File: src/rtl/hf_pkg.sv
package hf_pkg;
  localparam int          CRC_W      = 32;
  localparam logic [31:0] CRC_POLY   = 32'hEDB88320;
  localparam logic [31:0] CRC_PRESET = 32'hFFFFFFFF;

  typedef enum logic [1:0] {
    ST_IDLE    = 2'd0,
    ST_COLLECT = 2'd1,
    ST_DONE    = 2'd2
  } hf_state_e;
endpackage

File: src/rtl/hf_crc_byte.sv
module hf_crc_byte #(
  parameter int          CRC_W  = 32,
  parameter int          BYTE_W = 8,
  parameter logic [31:0] POLY   = 32'hEDB88320
) (
  input  logic [CRC_W-1:0]  crc_in,
  input  logic [BYTE_W-1:0] din,
  output logic [CRC_W-1:0]  crc_out
);
  // One reflected CRC step per input bit, least significant bit first.
  logic [CRC_W-1:0] chain [0:BYTE_W];

  assign chain[0] = crc_in;

  for (genvar g = 0; g < BYTE_W; g++) begin : g_bit
    assign chain[g+1] = (chain[g] >> 1) ^
                        ((chain[g][0] ^ din[g]) ? POLY[CRC_W-1:0] : '0);
  end

  assign crc_out = chain[BYTE_W];
endmodule

File: src/rtl/hf_table.sv
module hf_table #(
  parameter int IDX_W = 6,
  parameter int REG_W = 32
) (
  input  logic             clk,
  input  logic             rst,
  input  logic             we,
  input  logic             sel,
  input  logic [REG_W-1:0] wdata,
  input  logic [IDX_W-1:0] idx,
  output logic             bit_out
);
  logic [REG_W-1:0] lo_q;
  logic [REG_W-1:0] hi_q;
  logic [IDX_W-2:0] pos;

  assign pos = idx[IDX_W-2:0];

  always_ff @(posedge clk) begin
    if (rst) begin
      lo_q <= '0;
      hi_q <= '0;
    end else if (we) begin
      if (sel) hi_q <= wdata;
      else     lo_q <= wdata;
    end
  end

  // Top index bit picks the half; remaining bits pick the position.
  assign bit_out = idx[IDX_W-1] ? hi_q[pos] : lo_q[pos];

  a_r7_lo_write: assert property (@(posedge clk) disable iff (rst)
    (we && !sel) |=> (lo_q == $past(wdata)));
  a_r7_hi_untouched: assert property (@(posedge clk) disable iff (rst)
    !(we && sel) |=> $stable(hi_q));
  a_r7_lo_untouched: assert property (@(posedge clk) disable iff (rst)
    !(we && !sel) |=> $stable(lo_q));
endmodule

File: src/rtl/hf_station.sv
module hf_station #(
  parameter int BYTE_W  = 8,
  parameter int N_BYTES = 6,
  parameter int REG_W   = 32
) (
  input  logic                      clk,
  input  logic                      rst,
  input  logic                      we,
  input  logic                      sel,
  input  logic [REG_W-1:0]          wdata,
  input  logic [N_BYTES*BYTE_W-1:0] addr,
  output logic                      equal
);
  localparam int ADDR_W = N_BYTES * BYTE_W;
  localparam int TAIL_W = ADDR_W - REG_W;

  logic [REG_W-1:0]  head_q;
  logic [TAIL_W-1:0] tail_q;

  always_ff @(posedge clk) begin
    if (rst) begin
      head_q <= '0;
      tail_q <= '0;
    end else if (we) begin
      if (sel) tail_q <= wdata[REG_W-1 -: TAIL_W];
      else     head_q <= wdata;
    end
  end

  assign equal = (addr == {head_q, tail_q});

  a_r8_tail_hold: assert property (@(posedge clk) disable iff (rst)
    !(we && sel) |=> $stable(tail_q));
endmodule

File: src/rtl/hash_filter_top.sv
module hash_filter_top #(
  parameter int BYTE_W  = 8,
  parameter int N_BYTES = 6,
  parameter int IDX_W   = 6,
  parameter int REG_W   = 32
) (
  input  logic              clk,
  input  logic              rst,
  input  logic              in_valid,
  input  logic [BYTE_W-1:0] in_byte,
  input  logic              tbl_we,
  input  logic              tbl_sel,
  input  logic [REG_W-1:0]  tbl_wdata,
  input  logic              sta_we,
  input  logic              sta_sel,
  input  logic [REG_W-1:0]  sta_wdata,
  output logic              busy,
  output logic              res_valid,
  output logic [IDX_W-1:0]  hash_index,
  output logic              hash_hit,
  output logic              exact_hit
);
  import hf_pkg::*;

  localparam int ADDR_W = N_BYTES * BYTE_W;
  localparam int CNT_W  = $clog2(N_BYTES);
  localparam logic [CNT_W-1:0] LAST_CNT = CNT_W'(N_BYTES - 1);

  hf_state_e         state_q;
  logic [CNT_W-1:0]  cnt_q;
  logic [CRC_W-1:0]  crc_q;
  logic [CRC_W-1:0]  crc_nx;
  logic [ADDR_W-1:0] addr_q;
  logic [ADDR_W-1:0] addr_nx;
  logic [IDX_W-1:0]  idx_nx;
  logic              take;
  logic              last;
  logic              tbl_bit;
  logic              sta_eq;

  assign take    = in_valid && (state_q != ST_DONE);
  assign last    = take && (cnt_q == LAST_CNT);
  assign addr_nx = {addr_q[ADDR_W-BYTE_W-1:0], in_byte};
  assign idx_nx  = crc_nx[CRC_W-1 -: IDX_W];

  hf_crc_byte #(
    .CRC_W (CRC_W),
    .BYTE_W(BYTE_W),
    .POLY  (CRC_POLY)
  ) u_crc (
    .crc_in (crc_q),
    .din    (in_byte),
    .crc_out(crc_nx)
  );

  hf_table #(
    .IDX_W(IDX_W),
    .REG_W(REG_W)
  ) u_table (
    .clk    (clk),
    .rst    (rst),
    .we     (tbl_we),
    .sel    (tbl_sel),
    .wdata  (tbl_wdata),
    .idx    (idx_nx),
    .bit_out(tbl_bit)
  );

  hf_station #(
    .BYTE_W (BYTE_W),
    .N_BYTES(N_BYTES),
    .REG_W  (REG_W)
  ) u_station (
    .clk  (clk),
    .rst  (rst),
    .we   (sta_we),
    .sel  (sta_sel),
    .wdata(sta_wdata),
    .addr (addr_nx),
    .equal(sta_eq)
  );

  always_ff @(posedge clk) begin
    if (rst) begin
      state_q    <= ST_IDLE;
      cnt_q      <= '0;
      crc_q      <= CRC_PRESET[CRC_W-1:0];
      addr_q     <= '0;
      res_valid  <= 1'b0;
      hash_index <= '0;
      hash_hit   <= 1'b0;
      exact_hit  <= 1'b0;
    end else begin
      res_valid <= 1'b0;
      case (state_q)
        ST_DONE: state_q <= ST_IDLE;
        default: begin
          if (last) begin
            state_q    <= ST_DONE;
            cnt_q      <= '0;
            crc_q      <= CRC_PRESET[CRC_W-1:0];
            addr_q     <= '0;
            res_valid  <= 1'b1;
            hash_index <= idx_nx;
            hash_hit   <= tbl_bit;
            exact_hit  <= sta_eq;
          end else if (take) begin
            state_q <= ST_COLLECT;
            cnt_q   <= cnt_q + 1'b1;
            crc_q   <= crc_nx;
            addr_q  <= addr_nx;
          end
        end
      endcase
    end
  end

  assign busy = (state_q != ST_IDLE);

  a_r4_after_sixth: assert property (@(posedge clk) disable iff (rst)
    last |=> res_valid);
  a_r4_single_pulse: assert property (@(posedge clk) disable iff (rst)
    res_valid |=> !res_valid);
  a_r4_hold: assert property (@(posedge clk) disable iff (rst)
    !res_valid |-> ($stable(hash_index) && $stable(hash_hit) && $stable(exact_hit)));
  a_r5_busy_on_result: assert property (@(posedge clk) disable iff (rst)
    res_valid |-> busy);
  a_r5_drop_in_result: assert property (@(posedge clk) disable iff (rst)
    (res_valid && in_valid) |=> !busy);
  a_r2_idle_preset: assert property (@(posedge clk) disable iff (rst)
    !busy |-> (crc_q == CRC_PRESET[CRC_W-1:0]));
endmodule

File: config.mk
export PLATFORM = sky130hd
export DESIGN_NAME = hash_filter_top
export DESIGN_NICKNAME = d
export VERILOG_FILES = /design/src/rtl/hf_pkg.sv /design/src/rtl/hf_crc_byte.sv /design/src/rtl/hf_table.sv /design/src/rtl/hf_station.sv /design/src/rtl/hash_filter_top.sv
export SDC_FILE = /design/constraint.sdc
export NUM_CORES = 1
export LEC_CHECK = 0
export CORE_MARGIN = 3
export CORE_UTILIZATION = 40
export CTS_CLUSTER_DIAMETER = 40
export DETAILED_ROUTE_END_ITERATION = 7
export PLACE_DENSITY_LB_ADDON = 0.08
export SLEW_MARGIN = 20
export SYNTH_ARGS = -nofsm -noshare
export SYNTH_HDL_FRONTEND = slang
export SYNTH_HIERARCHICAL = 1
export SYNTH_SLANG_ARGS = --single-unit
export TNS_END_PERCENT = 5
File: constraint.sdc
create_clock -name clk -period 3.9 [get_ports clk]
set_clock_uncertainty 0.15 [all_clocks]
set_input_delay 0.78 -clock clk [delete_from_list [all_inputs] [get_ports clk]]
set_output_delay 0.78 -clock clk [all_outputs]
set_load 0.03 [all_outputs]
==> After elaboration in Yosys (flattened, before gate mapping) <==
Cells that the tools add are included.
{ "word_totals": {"inputBits": 79, "reg_bits": 198, "output_inout_bits": 10, "elab_cells": 72} }
{ "classes": {"mux": 22, "n_reduce_logical": 12, "addsub": 1, "bitwise": 19, "order_cmp": 1, "n_eq_ne": 4} }
{ "ops": {"columns": ["op", "count"], "rows": [
  ["two-way mux 32 bit", 10],
  ["bitwise XOR 31 x 32 -> 32 bit", 8],
  ["two-way mux 40 bit", 2],
  ["equality test 48 bit", 1],
  ["AND reduction 2 bit", 6],
  ["binary-select mux 1 bit (select 5 bit)", 2],
  ["bitwise XOR 1 bit", 8],
  ["< comparator 5 x 6 -> 1 bit, second input constant", 1],
  ["two-way mux 3 bit", 2],
  ["two-way mux 1 bit", 4],
  ["two-way mux 2 bit", 2],
  ["nonzero test 2 bit", 2],
  ["adder 3 x 1 -> 3 bit, second input constant", 1],
  ["equality test 3 bit, second input constant", 1],
  ["inverter 1 bit", 3],
  ["OR reduction 3 bit", 1],
  ["equality test 2 bit, second input constant", 1],
  ["logical AND 1 bit", 2],
  ["!= test 2 bit, second input constant", 1],
  ["OR reduction 2 bit", 1]
]} }

==> Depth between registers and ports, before layout <==
Gate-level depths: netlist of run 1.
{ "depth": {"word_depth": 27, "ltp_mapped": 11, "ltp_nobuf": 9} }

==> Hierarchy <==
Netlist of run 1, hierarchy kept.
{ "by_module_without_submodules": {"columns": ["module", "area_per_inst_um2", "n_inst", "seq_area_each_um2", "cells_each"], "rows": [
  ["hash_filter_top", 3235.6, 1, 1721.7, 377],
  ["hf_table", 2778.9, 1, 1281.2, 321],
  ["hf_station", 2177.1, 1, 960.9, 275],
  ["hf_crc_byte", 969.7, 1, 0.0, 66]
]} }

==> Least setup slack after synthesis of run 1 <==
No wires, ideal clock.
{ "synth_path": {"kind": "input to register", "from": "input port in_byte[7]", "to": "register hash_hit", "path_stages": 10, "arrival_ns": 3.365, "slack_ns": 0.268, "n_path_buf": 1, "setup_ns": 0.117, "path_cell_list": "xnor2_1 > xor3_2 > xor2_1 > buf_6 > mux4_2 > mux2i_1 > mux2i_1 > a211oi_1 > a21oi_1 > a22o_1"} }
{ "synth_via": {"elab_chain_cells": 6, "elab_cells_between_ends": 8} }
{ "synth_lines": {"columns": ["item", "line", "rtl"], "rows": [
  ["start: declaration", "hash_filter_top.sv:10", "input logic [BYTE_W-1:0] in_byte,"],
  ["bitwise XOR 1 bit *", "hf_crc_byte.sv:17", "((chain[g][0] ^ din[g]) ? POLY[CRC_W-1:0] : '0);"],
  ["two-way mux 32 bit *", "hf_crc_byte.sv:17", null],
  ["bitwise XOR 31 x 32 -> 32 bit *", "hf_crc_byte.sv:16", "assign chain[g+1] = (chain[g] >> 1) ^"],
  ["named net crc_nx[27]", "hash_filter_top.sv:32", "logic [CRC_W-1:0] crc_nx;"],
  ["binary-select mux 1 bit (select 5 bit)", "hf_table.sv:30", "assign bit_out = idx[IDX_W-1] ? hi_q[pos] : lo_q[pos];"],
  ["two-way mux 1 bit (implied by the code)", "hf_table.sv:30", null],
  ["two-way mux 1 bit *", "hf_table.sv:30", null],
  ["named net tbl_bit", "hash_filter_top.sv:38", "logic tbl_bit;"],
  ["end signal: assignment", "hash_filter_top.sv:105", "hash_hit <= tbl_bit;"],
  ["end: declaration", "hash_filter_top.sv:20", "output logic hash_hit,"]
]} }
Mark *: on every way through the listed nets, which the timed path passes. The rest lies on a longest branch. The select of a mux whose other input is x is not followed.
A chain may end at the register's enable or synchronous reset.

==> Worst setup path after layout of run 1 <==
{ "layout_path": {"from": "input port in_byte[2]", "to": "register hash_hit"} }
{ "layout_via": {"elab_chain_cells": 11, "elab_cells_between_ends": 13} }
{ "layout_lines": {"columns": ["item", "line"], "rows": [
  ["bitwise XOR 1 bit *", "hf_crc_byte.sv:17"],
  ["two-way mux 32 bit *", "hf_crc_byte.sv:17"],
  ["bitwise XOR 31 x 32 -> 32 bit * (6 in a row)", "hf_crc_byte.sv:16"],
  ["named net crc_nx[26]", "hash_filter_top.sv:32"],
  ["binary-select mux 1 bit (select 5 bit)", "hf_table.sv:30"],
  ["two-way mux 1 bit (implied by the code)", "hf_table.sv:30"],
  ["two-way mux 1 bit *", "hf_table.sv:30"],
  ["named net tbl_bit", "hash_filter_top.sv:38"]
]} }
Marks and branches as above.

==> reports/results.ini, run 1 <==
[grt]
antenna_found_initial=0
grt_max_degree=79
grt_pass1_vias=6989
grt_pass1_wl_um=40300
overflow=0
track_usage_pct=20.8

[yosys]
synthesis.area_sq_mm=0.00916
ys_seq_area_share_pct=43.3
synthMostInstantiatedCell=nand2_1
synth_cells=1039
synth_top_area_share_pct=43.3
synth_cell_types=50
synth-edff-count=0
syn-num-nets=1120
async_reset_ff_share_pct=0
synthTopCellsByArea=dfxtp_1 43%, nand2_1 9.4%, a21oi_1 8.6%
synth_top_area_cell=dfxtp_1
ys_ff_latch=198
synthFlopType=dfxtp_1
synth_common_cells=229 x nand2_1, 198 x dfxtp_1, 157 x a21oi_1, 104 x nand3_1, 57 x xor2_1
yosys_warnings=6
synth_area_per_cell_sq_um=8.82

[timing]
rsz0062_at_grt=no
finalCritPeriodShare_pct=95.8
tightest_slew_ns=1.01
slew_viol_final=0
max_freq_mhz=268
hold_viol_final=0
timing.final.crit_period_ns=3.74
relSlewSlack_pct=32.9
finalSetupViolCount=0

[die]
initial_core_util_pct=41.3
io-pin-count=89
die-area_sq_mm=0.0248
core_sq_mm=0.0222
row_count=54
die_height_um=157
die_x_um=157

[clock_tree]
clockBufferDepth=2
cts_tree=done
cts_made_buffers=17
htree_levels=4
clk_pin_slew_worst_paths_ns=0.07
clkLatencyLatePin_ns=0.44
ctsHoldBuffers=0
clkSinkCount=198
clock-root-buffer=clkbuf_16
cts_setup_buffers=0
cts_resized=0

[final_layout]
fillCellCount=2170
final_nets=1184
area_delta_synth_final_pct=19.8
drive_above_1_share_pct=9.60
antenna_cells=0
postLayoutCoreUtil_pct=49.5

[route]
firstDrtPassIters=5
wl_um=25900
first_iter_violations=565
via_count=7440
drc=0
ant_nets=0
wire_per_inst_um=18.5
drt-vias-per-instance=5.33

[worst_hold_path]
hp-start=u_table/hi_q[14]
whs_path_depth=2
hold_class=reg2reg
hold_end=u_table/hi_q[14]

[placed_design]
gp_congestion=0.848
port_buffers=88
dp_hpwl_um=17200

[status]
status=completed

[setup_path]
max_stage_delay_ns=0.62
r2r_end=hash_hit
r2r_cells=10
cp_max_fo=12
required_ns=4.08
crit_chain=clkdlybuf4s50_1 -> xnor2_4 -> xnor3_1 -> xnor3_1 -> buf_12 -> mux4_1 -> mux2i_1 -> mux2i_1 -> a211oi_1 -> a21oi_1 -> a22o_1
worstSetupPathType=in2reg
slowest_stage=clkdlybuf4s50_1
cp-end-kind=flip-flop
r2r_start=crc_q[2]
critPathLaunchType=primary input
arrival_ns=3.91
reg2reg_slack_ns=0.73

[power]
p_total_w=0.00687
ir_drop_mv=0.409
p_per_area_mw_per_mm2=626
p_leak_nw=4.29

[run]
cap_viol_max_count=0

==> sequential cells by signal, indices dropped and copies added, names as in the netlist <==
name	count
hash_hit	1
res_valid	1
u_table/lo_q	32
addr_q	40
state_q	2
hash_index	6
u_station/tail_q	16
cnt_q	3
crc_q	32
u_table/hi_q	32
u_station/head_q	32
exact_hit	1
==> stage by stage <==
step           hold WS [ns]  cell area [sq um]  cells  TNS (ns)  setup WS, ns
2_1_floorplan         0.282               9160   1039         0         0.268
3_3_place_gp          0.294              10400   1364    -0.261        -0.261
3_5_place_dp          0.298              10400   1364    -0.300        -0.300
4_1_cts               0.308              11000   1395         0         0.154
5_1_grt               0.325              11000   1395         0        0.0944
6_report              0.311              11000   1395         0         0.165
==> power breakdown <==
group          leakage [nW]  switching (W)  internal (W)
clock                 0.287       0.000869      0.000930
sequential             1.62       0.000129       0.00218
combinational          2.39        0.00121       0.00155
total                  4.29        0.00220       0.00466
==> critical path: cells and delay by family <==
kind / cells / cell delay (ns)
AO/OA/AOI/OAI: 3 / 0.50
buffers and inverters: 2 / 0.78
XOR/XNOR: 3 / 1.00
multiplexers: 3 / 0.85
==> worst max-delay path by stage <==
stage / depth (start not counted) / startpoint / slack (ns) / to
finish: 11 / in_byte[2] / 0.16 / hash_hit
global route: 11 / in_byte[2] / 0.09 / hash_hit
CTS: 11 / in_byte[2] / 0.15 / hash_hit
detailed placement: 11 / in_byte[2] / -0.30 / hash_hit
global placement: 11 / in_byte[2] / -0.26 / hash_hit
floorplan: 10 / in_byte[7] / 0.27 / hash_hit
==> layout by cell type (no fill, tap or decap), types with 10 or more instances in the layout <==
cell type / netlist / layout
clkdlybuf4s50_1: 0 / 86
dfxtp_1: 198 / 198
nand2_1: 229 / 229
nand3_1: 104 / 104
o21ai_0: 42 / 42
nor4_1: 13 / 13
a21oi_1: 157 / 157
buf_4: 1 / 39
xor2_1: 57 / 56
clkbuf_16: 0 / 17
mux2i_1: 10 / 10
o21ai_1: 32 / 32
xnor2_1: 30 / 30
==> cells by family (layout without fill, tap and decap cells) <==
| group | count (synthesis) | count (layout) | share of synthesized area (%) |
|---|---|---|---|
| adders and majority gates | 2 | 2 | 0.273 |
| muxes | 26 | 26 | 5.35 |
| and+or+nand+nor | 367 | 367 | 17.6 |
| buffers and inverters | 88 | 164 | 4.44 |
| DFF | 198 | 198 | 43.3 |
| AOI/OAI and AO/OA | 245 | 245 | 13.9 |
| xor gates and xnor gates | 113 | 113 | 15.1 |
==> cell type report <==
class,instances,area (sq um),area share [%]
multi-input cells,753,4820,43.9
well taps,280,350,3.19
clock buffers,18,439,4.00
flip-flops and latches,198,3960,36.1
repair buffers,129,1220,11.1
inverters,4,15.0,0.137
clock inverters,13,165,1.50
==> layer usage <==
| metal | track usage (%) | part of all wire [%] | vias to the layer above |
|---|---|---|---|
| met5 | 0 | 0 | - |
| li1 | - | - | 3692 |
| met4 | 3.47 | 0.70 | 0 |
| met2 | 31.8 | 45 | 166 |
| met3 | 4.21 | 4.5 | 9 |
| met1 | 30.9 | 49 | 3573 |
Note: power is estimated with default switching activity, not from simulation.
==> run 2: changes to the inputs <==
--- a/constraint.sdc
+++ b/constraint.sdc
@@ -3,3 +3,3 @@
 set_input_delay 0.78 -clock clk [delete_from_list [all_inputs] [get_ports clk]]
 set_output_delay 0.78 -clock clk [all_outputs]
-set_load 0.03 [all_outputs]
+set_load 0.01 [all_outputs]
==> results of run 2 <==
Same layout as run 1 (identical final DEF). Status: completed.
Main changes from that run: total power 0.00687 W -> 0.00686 W
